[src/rtl/i2c_slv_pkg.sv]
package i2c_slv_pkg;

  typedef enum logic [3:0] {
    ST_IDLE, ST_ADDR, ST_ADA1, ST_ADA2, ST_HOLD, ST_TXGO, ST_TX,
    ST_TXA1, ST_TXA2, ST_RX, ST_RXA1, ST_RXA2, ST_SKIP
  } ctlState_t;

  // strobes from control to datapath
  typedef struct packed {
    logic shiftIn;
    logic shiftOut;
    logic loadTx;
    logic capRx;
    logic clrCnt;
  } dpStrobe_t;

  // synchronised line levels and decoded bus events
  typedef struct packed {
    logic sclS;
    logic sdaS;
    logic sclRise;
    logic sclFall;
    logic startDet;
    logic stopDet;
  } busEvt_t;

endpackage

[src/rtl/i2c_slv_dpath.sv]
module i2c_slv_dpath
  import i2c_slv_pkg::*;
#(
  parameter int ADDR_W      = 7,
  parameter int DATA_W      = 8,
  parameter int SYNC_STAGES = 2,
  parameter int TO_W        = 16
) (
  input  logic              clk,
  input  logic              rstN,
  input  logic              sclIn,
  input  logic              sdaIn,
  input  dpStrobe_t         strb,
  input  logic [DATA_W-1:0] txData,
  input  logic              toRun,
  input  logic [TO_W-1:0]   toLimit,
  output busEvt_t           evt,
  output logic [ADDR_W-1:0] addrBits,
  output logic              txBit,
  output logic              lastBit,
  output logic [DATA_W-1:0] rxData,
  output logic              toHit
);
  localparam int CNT_W = $clog2(DATA_W);

  logic [SYNC_STAGES-1:0] sclPipe, sdaPipe;
  logic sclPrev, sdaPrev, sclS, sdaS, anyEdge;
  logic [DATA_W-1:0] shiftReg;
  logic [CNT_W-1:0]  bitCnt;
  logic [TO_W-1:0]   toCnt;

  // line synchronisers, idle-high after reset
  always_ff @(posedge clk) begin
    if (!rstN) begin
      sclPipe <= '1;
      sdaPipe <= '1;
      sclPrev <= 1'b1;
      sdaPrev <= 1'b1;
    end else begin
      sclPipe <= {sclPipe[SYNC_STAGES-2:0], sclIn};
      sdaPipe <= {sdaPipe[SYNC_STAGES-2:0], sdaIn};
      sclPrev <= sclS;
      sdaPrev <= sdaS;
    end
  end

  assign sclS    = sclPipe[SYNC_STAGES-1];
  assign sdaS    = sdaPipe[SYNC_STAGES-1];
  assign anyEdge = (sclS ^ sclPrev) | (sdaS ^ sdaPrev);

  always_comb begin
    evt.sclS     = sclS;
    evt.sdaS     = sdaS;
    evt.sclRise  = sclS & ~sclPrev;
    evt.sclFall  = ~sclS & sclPrev;
    evt.startDet = sclS & sclPrev & sdaPrev & ~sdaS;
    evt.stopDet  = sclS & sclPrev & ~sdaPrev & sdaS;
  end

  // shared shifter for address, receive and transmit
  always_ff @(posedge clk) begin
    if (!rstN) begin
      shiftReg <= '0;
    end else if (strb.loadTx) begin
      shiftReg <= txData;
    end else if (strb.shiftIn) begin
      shiftReg <= {shiftReg[DATA_W-2:0], sdaS};
    end else if (strb.shiftOut) begin
      shiftReg <= {shiftReg[DATA_W-2:0], 1'b0};
    end
  end

  always_ff @(posedge clk) begin
    if (!rstN) begin
      bitCnt <= '0;
    end else if (strb.clrCnt || strb.loadTx) begin
      bitCnt <= '0;
    end else if (strb.shiftIn || strb.shiftOut) begin
      bitCnt <= bitCnt + 1'b1;
    end
  end

  always_ff @(posedge clk) begin
    if (!rstN) begin
      rxData <= '0;
    end else if (strb.capRx) begin
      rxData <= {shiftReg[DATA_W-2:0], sdaS};
    end
  end

  assign addrBits = shiftReg[ADDR_W-1:0];
  assign txBit    = shiftReg[DATA_W-1];
  assign lastBit  = (bitCnt == CNT_W'(DATA_W - 1));

  // idle-line time-out counter
  always_ff @(posedge clk) begin
    if (!rstN) begin
      toCnt <= '0;
    end else if (!toRun || anyEdge || toHit) begin
      toCnt <= '0;
    end else if (toCnt != toLimit) begin
      toCnt <= toCnt + 1'b1;
    end
  end

  assign toHit = toRun && (toCnt == toLimit);

endmodule

[src/rtl/i2c_slv_ctrl.sv]
module i2c_slv_ctrl
  import i2c_slv_pkg::*;
#(
  parameter int ADDR_W = 7
) (
  input  logic              clk,
  input  logic              rstN,
  input  logic              enable,
  input  busEvt_t           evt,
  input  logic              lastBit,
  input  logic [ADDR_W-1:0] addrBits,
  input  logic              txBit,
  input  logic [ADDR_W-1:0] ownAddr,
  input  logic              hostWr,
  input  logic              hostRd,
  input  logic              irqClr,
  input  logic              toHit,
  output dpStrobe_t         strb,
  output logic              toRun,
  output logic              sclHold,
  output logic              sdaLow,
  output logic              busy,
  output logic              addrHit,
  output logic              rwBit,
  output logic              toFlag,
  output logic              intFlag
);
  ctlState_t state;
  logic txMode, txDrive, ackLow, mstAck;
  logic quiet, setEv, addrOk;

  assign quiet  = !toHit && !evt.startDet && !evt.stopDet;
  assign addrOk = (addrBits == ownAddr);

  always_comb begin
    strb          = '0;
    strb.shiftIn  = enable && evt.sclRise && (state == ST_ADDR || state == ST_RX);
    strb.capRx    = enable && evt.sclRise && lastBit && state == ST_RX;
    strb.shiftOut = enable && evt.sclFall && state == ST_TX;
    strb.loadTx   = enable && quiet && state == ST_HOLD && txMode && hostWr;
    strb.clrCnt   = enable && (evt.startDet ||
                               (state == ST_HOLD && !txMode && hostRd));
  end

  always_comb begin
    setEv = 1'b0;
    if (enable) begin
      if (toHit) begin
        setEv = 1'b1;
      end else if (quiet && evt.sclFall &&
                   (state == ST_ADA2 || state == ST_RXA2 || state == ST_TXA2)) begin
        setEv = 1'b1;
      end
    end
  end

  assign sdaLow = ackLow | (txDrive & ~txBit);
  assign toRun  = busy | sclHold;

  always_ff @(posedge clk) begin
    if (!rstN || !enable) begin
      state   <= ST_IDLE;
      txMode  <= 1'b0;
      txDrive <= 1'b0;
      ackLow  <= 1'b0;
      mstAck  <= 1'b0;
      sclHold <= 1'b0;
      busy    <= 1'b0;
      addrHit <= 1'b0;
      rwBit   <= 1'b0;
      toFlag  <= 1'b0;
      intFlag <= 1'b0;
    end else begin
      if (setEv) begin
        intFlag <= 1'b1;
      end else if (irqClr) begin
        intFlag <= 1'b0;
      end

      if (toHit) begin
        state   <= ST_IDLE;
        toFlag  <= 1'b1;
        busy    <= 1'b0;
        addrHit <= 1'b0;
        sclHold <= 1'b0;
        ackLow  <= 1'b0;
        txDrive <= 1'b0;
      end else begin
        if (irqClr) toFlag <= 1'b0;
        if (evt.stopDet) begin
          state   <= ST_IDLE;
          busy    <= 1'b0;
          addrHit <= 1'b0;
          sclHold <= 1'b0;
          ackLow  <= 1'b0;
          txDrive <= 1'b0;
        end else if (evt.startDet) begin
          state   <= ST_ADDR;
          busy    <= 1'b1;
          addrHit <= 1'b0;
          sclHold <= 1'b0;
          ackLow  <= 1'b0;
          txDrive <= 1'b0;
        end else begin
          case (state)
            ST_ADDR: if (evt.sclRise && lastBit) begin
              if (addrOk) begin
                rwBit  <= evt.sdaS;
                txMode <= evt.sdaS;
                state  <= ST_ADA1;
              end else begin
                state <= ST_SKIP;
              end
            end
            ST_ADA1: if (evt.sclFall) begin
              ackLow <= 1'b1;
              state  <= ST_ADA2;
            end
            ST_ADA2: if (evt.sclFall) begin
              ackLow  <= 1'b0;
              sclHold <= 1'b1;
              addrHit <= 1'b1;
              state   <= ST_HOLD;
            end
            ST_HOLD: begin
              if (txMode && hostWr) begin
                txDrive <= 1'b1;
                state   <= ST_TXGO;
              end else if (!txMode && hostRd) begin
                sclHold <= 1'b0;
                state   <= ST_RX;
              end
            end
            ST_TXGO: begin
              sclHold <= 1'b0;
              state   <= ST_TX;
            end
            ST_TX: if (evt.sclFall && lastBit) begin
              txDrive <= 1'b0;
              state   <= ST_TXA1;
            end
            ST_TXA1: if (evt.sclRise) begin
              mstAck <= ~evt.sdaS;
              state  <= ST_TXA2;
            end
            ST_TXA2: if (evt.sclFall) begin
              addrHit <= 1'b0;
              if (mstAck) begin
                sclHold <= 1'b1;
                state   <= ST_HOLD;
              end else begin
                state <= ST_SKIP;
              end
            end
            ST_RX: if (evt.sclRise && lastBit) begin
              state <= ST_RXA1;
            end
            ST_RXA1: if (evt.sclFall) begin
              ackLow <= 1'b1;
              state  <= ST_RXA2;
            end
            ST_RXA2: if (evt.sclFall) begin
              ackLow  <= 1'b0;
              sclHold <= 1'b1;
              addrHit <= 1'b0;
              state   <= ST_HOLD;
            end
            default: ;
          endcase
        end
      end
    end
  end


  sda_quiet_chk: assert property (@(posedge clk) disable iff (!rstN)
    (enable && $past(enable) && !$past(toHit) && !$stable(sdaLow)) |-> !evt.sclS);


  match_hold_chk: assert property (@(posedge clk) disable iff (!rstN)
    $rose(addrHit) |-> sclHold);


  to_release_chk: assert property (@(posedge clk) disable iff (!rstN)
    (enable && toHit) |=> (!busy && !sclHold && !sdaLow && toFlag));


  irq_clear_chk: assert property (@(posedge clk) disable iff (!rstN)
    (enable && irqClr && !setEv) |=> !intFlag);


  stop_busy_chk: assert property (@(posedge clk) disable iff (!rstN)
    (enable && evt.stopDet) |=> !busy);


  tx_hold_keep_chk: assert property (@(posedge clk) disable iff (!rstN)
    (enable && quiet && state == ST_HOLD && txMode && hostRd && !hostWr) |=> sclHold);

endmodule

[src/rtl/i2c_addr_slave.sv]
module i2c_addr_slave
  import i2c_slv_pkg::*;
#(
  parameter int ADDR_W      = 7,
  parameter int DATA_W      = 8,
  parameter int SYNC_STAGES = 2,
  parameter int TO_W        = 16
) (
  input  logic              clk,
  input  logic              rstN,
  input  logic              enable,
  input  logic [ADDR_W-1:0] ownAddr,
  input  logic [TO_W-1:0]   toLimit,
  input  logic              sclIn,
  input  logic              sdaIn,
  output logic              sclHoldLow,
  output logic              sdaDriveLow,
  input  logic              hostWr,
  input  logic [DATA_W-1:0] hostWrData,
  input  logic              hostRd,
  output logic [DATA_W-1:0] rxData,
  input  logic              irqEn,
  input  logic              irqClr,
  output logic              irq,
  output logic              intFlag,
  output logic              busBusy,
  output logic              addrHit,
  output logic              rwBit,
  output logic              timeOut
);
  busEvt_t           evt;
  dpStrobe_t         strb;
  logic [ADDR_W-1:0] addrBits;
  logic              txBit, lastBit, toRun, toHit;

  i2c_slv_dpath #(
    .ADDR_W(ADDR_W), .DATA_W(DATA_W), .SYNC_STAGES(SYNC_STAGES), .TO_W(TO_W)
  ) uDpath (
    .clk(clk), .rstN(rstN), .sclIn(sclIn), .sdaIn(sdaIn), .strb(strb),
    .txData(hostWrData), .toRun(toRun), .toLimit(toLimit), .evt(evt),
    .addrBits(addrBits), .txBit(txBit), .lastBit(lastBit), .rxData(rxData),
    .toHit(toHit)
  );

  i2c_slv_ctrl #(.ADDR_W(ADDR_W)) uCtrl (
    .clk(clk), .rstN(rstN), .enable(enable), .evt(evt), .lastBit(lastBit),
    .addrBits(addrBits), .txBit(txBit), .ownAddr(ownAddr), .hostWr(hostWr),
    .hostRd(hostRd), .irqClr(irqClr), .toHit(toHit), .strb(strb),
    .toRun(toRun), .sclHold(sclHoldLow), .sdaLow(sdaDriveLow), .busy(busBusy),
    .addrHit(addrHit), .rwBit(rwBit), .toFlag(timeOut), .intFlag(intFlag)
  );

  assign irq = intFlag & irqEn;

endmodule

[config.mk]
export PLATFORM = sky130hd
export DESIGN_NAME = i2c_addr_slave
export DESIGN_NICKNAME = d
export VERILOG_FILES = /design/src/rtl/i2c_slv_pkg.sv /design/src/rtl/i2c_slv_dpath.sv /design/src/rtl/i2c_slv_ctrl.sv /design/src/rtl/i2c_addr_slave.sv
export SDC_FILE = /design/constraint.sdc
export NUM_CORES = 1
export LEC_CHECK = 0
export ABC_AREA = 1
export CAP_MARGIN = 25
export CORE_ASPECT_RATIO = 1.5
export CORE_MARGIN = 2
export CORE_UTILIZATION = 38
export DETAILED_ROUTE_END_ITERATION = 10
export GPL_TIMING_DRIVEN = 1
export PLACE_DENSITY = 0.65
export RECOVER_POWER = 100
export SYNTH_ARGS = -nofsm -noshare
export SYNTH_HDL_FRONTEND = slang
export SYNTH_HIERARCHICAL = 1
export SYNTH_SLANG_ARGS = --single-unit
[constraint.sdc]
create_clock -name clk -period 2.5 [get_ports clk]
set_input_delay 0.375 -clock clk [delete_from_list [all_inputs] [get_ports clk]]
set_output_delay 0.375 -clock clk [all_outputs]
set_load 0.05 [all_outputs]
Word level (Yosys, flattened, before mapping)
Index checks and enable logic that the tools add are counted.

cells by class
  bitwise logic cells = 23
  reductions and logical operators = 62
  $add $sub $neg = 2
  equality and inequality tests = 40
  muxes and demuxes = 35

operator list
  kind                     number
  $mux W4                  12
  $pmux W4 S10             1
  $mux W8                  3
  $logic_and A1 B1 Y1      22
  $reduce_and A10 Y1       2
  $ne A2 B1 Y1 const B     9
  $add A16 B1 Y16 const B  1
  $eq A16 B16 Y1           1
  $eq A4 B3 Y1 const B     4
  $eq A4 B4 Y1 const B     4
  $ne A16 B16 Y1           1
  $mux W1                  15
  $ne A3 B1 Y1 const B     5
  $ne A2 B2 Y1 const B     6
  $reduce_and A6 Y1        2
  $reduce_bool A11 Y1      1
  $reduce_bool A10 Y1      1
  $reduce_bool A2 Y1       5
  $reduce_or A2 Y1         5
  $and A1 B1 Y1            9
  $logic_or A1 B1 Y1       9
  $ne A3 B2 Y1 const B     3
  $not A1 Y1               9
  $reduce_and A3 Y1        3
  17 further kinds         29

word-level totals
  bits of input ports = 40
  flip-flop bits (word level) = 54

Longest topological paths before layout
  depth after elaboration = 12
  depth in mapped cells = 15
  depth with buffers taken out = 14

Cells and area by module
The synthesis kept the hierarchy.

by module, submodules not included
  module          area an instance (um^2)  times used  sequential area each (um^2)  cells an instance
  i2c_slv_dpath   2069.5                   1           820.8                        308
  i2c_slv_ctrl    1068.5                   1           260.2                        184
  i2c_addr_slave  7.5                      1           0.0                          2

Worst setup path before layout
No wires, ideal clock.

  kind = flip-flop to flip-flop
  start = register uCtrl.busy
  end = register uDpath.shiftReg[6]
  stages on the path, launching flop included = 11
  setup time = 74 ps
  setup slack = 487 ps
  arrival time = 1938 ps
  path through = dfxtp_1 -> or2_2 -> inv_1 -> nor2_1 -> nor2_1 -> nand2_1 -> nor3_1 -> buf_2 -> nor2_1 -> nand2_1 -> a31oi_1

RTL lines
  item                    line                 RTL
  start, declared         i2c_slv_ctrl.sv:22   output logic busy,
  start signal, assigned  i2c_slv_ctrl.sv:68   busy <= 1'b0;
  start signal, assigned  i2c_slv_ctrl.sv:83   busy <= 1'b0;
  start signal, assigned  i2c_slv_ctrl.sv:92   busy <= 1'b0;
  end signal, assigned    i2c_slv_dpath.sv:65  shiftReg <= txData;
  end signal, assigned    i2c_slv_dpath.sv:67  shiftReg <= {shiftReg[DATA_W-2:0], sdaS};
  end signal, assigned    i2c_slv_dpath.sv:69  shiftReg <= {shiftReg[DATA_W-2:0], 1'b0};
  end, declared           i2c_slv_dpath.sv:28  logic [DATA_W-1:0] shiftReg;

==> run_results.csv <==
group,metric,value,unit
run_status,result_of_the_run,"completed",
power,vdd_ir_drop_max,0.288,mV
timing,worst_slew_margin_relative_to_its_limit,0.590,
critical_path,cp.arrival,2.42,ns
layout,fill_cells,853,
global_routing,grt_pass1_wl,13.3,mm
layout,area_growth,27.0,%
timing,hold_viol_final,0,
cts,root_buffer_cell,"sky130_fd_sc_hd__clkbuf_16",
detailed_routing,dr_total_vias,3110,
critical_path,worst-setup-path-type,"in -> reg",
detailed_routing,detail_route.first_pass.iterations,4,
cts,clkSlewWorstSetupHoldPaths,0.07,ns
die,die_w,78.2,µm
critical_path,cpPeakStageDelay,0.48,ns
place,number_of_input_and_output_port_buffers_inserted,55,
timing,rsz_0062_raised_after_global_routing,"false",
global_routing,grt_use_total,0.184,
timing,clock_skew,0.00531,ns
cts,tritoncts,"done",
layout,final_nets,602,
critical_path,path_delay_family,"simple AND/OR/NAND/NOR gates",
die,design.portCount,56,
layout,sequential_cell_area,0.00108,mm²
min_path,hold_class,"reg -> reg",
layout,post_route_cells_drive_above_1_share,0.0736,
detailed_routing,postRouteAntennaNets,0,
critical_path,worst-path-stages,17,
critical_path,worst_path_most_repeated_cell,"sky130_fd_sc_hd__nand2_1",
global_routing,first_global_vias,3129,
place,hpwlAfterDp,6.39,mm
layout,multiInputGateArea,0.00169,mm²
synth,synth.cell_area,0.00314,mm²
critical_path,reg2regPathDepth,9,
timing,finalWorstPathRequiredPeriod,2.20,ns
die,start_util,0.392,
critical_path,timing.critical_path.buf_inv,4,
critical_path,crit_path_start_kind,"input pin",
cts,cts_inserted_buffers,5,
timing,tns,0,ns
global_routing,grt_start_max_net_pins,17,
die,fp.dieArea,0.00902,mm²
critical_path,worst-endpoint-required,2.72,ns
cts,sinks_on_the_clock_net,54,
layout,design_area,0.00399,mm²
timing,timing.final.setup_violations,0,
cts,max-clock-path-buffers,2,
synth,syn_area_per_cell,6.37,µm²
synth,number_of_warning_messages_in_the_yosys_log,6,
place,place_area,0.00384,mm²
min_path,hold_depth,1,
run,max_capacitance_violation_count,0,
synth,syn-instance-count,493,
cts,clock_insertion_delay_worst_skew,0.29,ns
critical_path,worst_setup_path_end_kind,"flip-flop",
detailed_routing,drt_wl_total,7.91,mm
global_routing,global_route.overflow_total,0,
critical_path,critical_path.cell_chain,"clkdlybuf4s50_1, inv_1, nand2_1, nand2_1, nor2_1, nand2_1, nor2_1, nand2_2, nor2_4, nor2_1, nand2_1, nor3_1, buf_4, buf_12, nor2_4, nand2_1, a21oi_1",
timing,worst-slew-pin-transition,0.613,ns
detailed_routing,drt_drc_violations_left,0,
power,p_leak,1.75,nW
timing,min_period_over_period,0.879,
place,place.gp.congestion,0.895,
layout,antenna-diode-count,0,
die,row_count,40,
timing,timing.fmax,455,MHz
timing,timing_max_transition_violations_final,0,
cts,post_cts_buffers,0,
synth,synth_nets,539,
detailed_routing,detail_route.vias_per_cell,4.70,
place,placement.setup.worst_slack,-0.0552,ns
layout,final_cell_count_no_fill,662,
detailed_routing,dr.first_iter.drc_count,166,
critical_path,timing.critical_path.slowest_stage_cell,"sky130_fd_sc_hd__clkdlybuf4s50_1",
power,power-per-cell-area,459,mW/mm²
power,total_power_draw,1.83,mW
die,die_height,115,µm
detailed_routing,routed_wire_length_per_instance,12.0,µm
cts,cts.htree.levels,2,
die,core,0.00801,mm²
place,numPlacedInstances,654,
critical_path,maximum_fanout_count_along_the_critical_path,8,
timing,fin_ws,0.302,ns
global_routing,grt_antenna_before_repair,0,
==> final timing paths <==
path / startpoint / to / slack, ns
min reg2reg: uDpath/sdaPipe[0] / uDpath/sdaPipe[1] / 0.42
max: toLimit[1] / uDpath/shiftReg[5] / 0.30
min: uDpath/sdaPipe[0] / uDpath/sdaPipe[1] / 0.42
max reg2reg: uDpath/sclPipe[1] / uDpath/shiftReg[5] / 0.32
==> layout by cell type, fill, tap and decap left out, types with 12 or more instances in the layout <==
cell	instances
sky130_fd_sc_hd__a21oi_1	22
sky130_fd_sc_hd__clkdlybuf4s50_1	38
sky130_fd_sc_hd__dfxtp_1	54
sky130_fd_sc_hd__dlygate4sd3_1	17
sky130_fd_sc_hd__inv_1	79
sky130_fd_sc_hd__nand2_1	140
sky130_fd_sc_hd__nand3_1	17
sky130_fd_sc_hd__nor2_1	74
sky130_fd_sc_hd__o21ai_0	17
sky130_fd_sc_hd__xor2_1	12
==> repair_timing <==
action	CTS	global route
resized for setup	0	4
setup endpoints to repair	0	5
hold buffers	0	0
==> worst register-to-register path: stages (launching register included) <==
cell	delay, ns
sky130_fd_sc_hd__dfxtp_1	0.43
sky130_fd_sc_hd__inv_1	0.09
sky130_fd_sc_hd__ha_1	0.28
sky130_fd_sc_hd__inv_1	0.22
sky130_fd_sc_hd__nor3_1	0.09
sky130_fd_sc_hd__nor2_1	0.35
sky130_fd_sc_hd__inv_1	0.19
sky130_fd_sc_hd__nor2_4	0.24
sky130_fd_sc_hd__nand2_1	0.08
sky130_fd_sc_hd__a21oi_1	0.14
==> cell type report <==
cell class,count,area share
tap,105,0.0330
clock buffer,7,0.0383
multi-input combinational,349,0.424
sequential,54,0.271
clock inverter,1,0.00220
timing repair buffer,63,0.153
inverter,83,0.0782
==> flip-flops by register name, summed over array words and instances (netlist names), 2 cells and up <==
register         count
uCtrl/state          4
uDpath/toCnt        16
uDpath/sclPipe       2
uDpath/sdaPipe       2
uDpath/shiftReg      8
uDpath/rxData        8
uDpath/bitCnt        3
==> stage by stage <==
| stage | utilization | hold WS [ns] |
|---|---|---|
| final | 0.498 | 0.416 |
| after global routing | 0.498 | 0.446 |
| after CTS | 0.500 | 0.417 |
| after detailed placement | 0.480 | 0.400 |
| after global placement | 0.480 | 0.400 |
| after floorplan | - | 0.393 |
==> where the power goes <==
part	switching (mW)	total [mW]	internal (mW)
Combinational	0.104	0.207	0.103
Clock	0.316	0.744	0.428
Sequential	0.0100	0.877	0.867
==> per-layer routing <==
metal | wire (µm) | vias to the layer above | track usage
met2 | 4280 | 82 | 0.368
met4 | 235 | 0 | 0.0865
met5 | 0 | - | 0
met1 | 3060 | 1373 | 0.180
met3 | 340 | 19 | 0.0283
li1 | - | 1636 | -
Note: power is estimated with default switching activity, not from simulation.
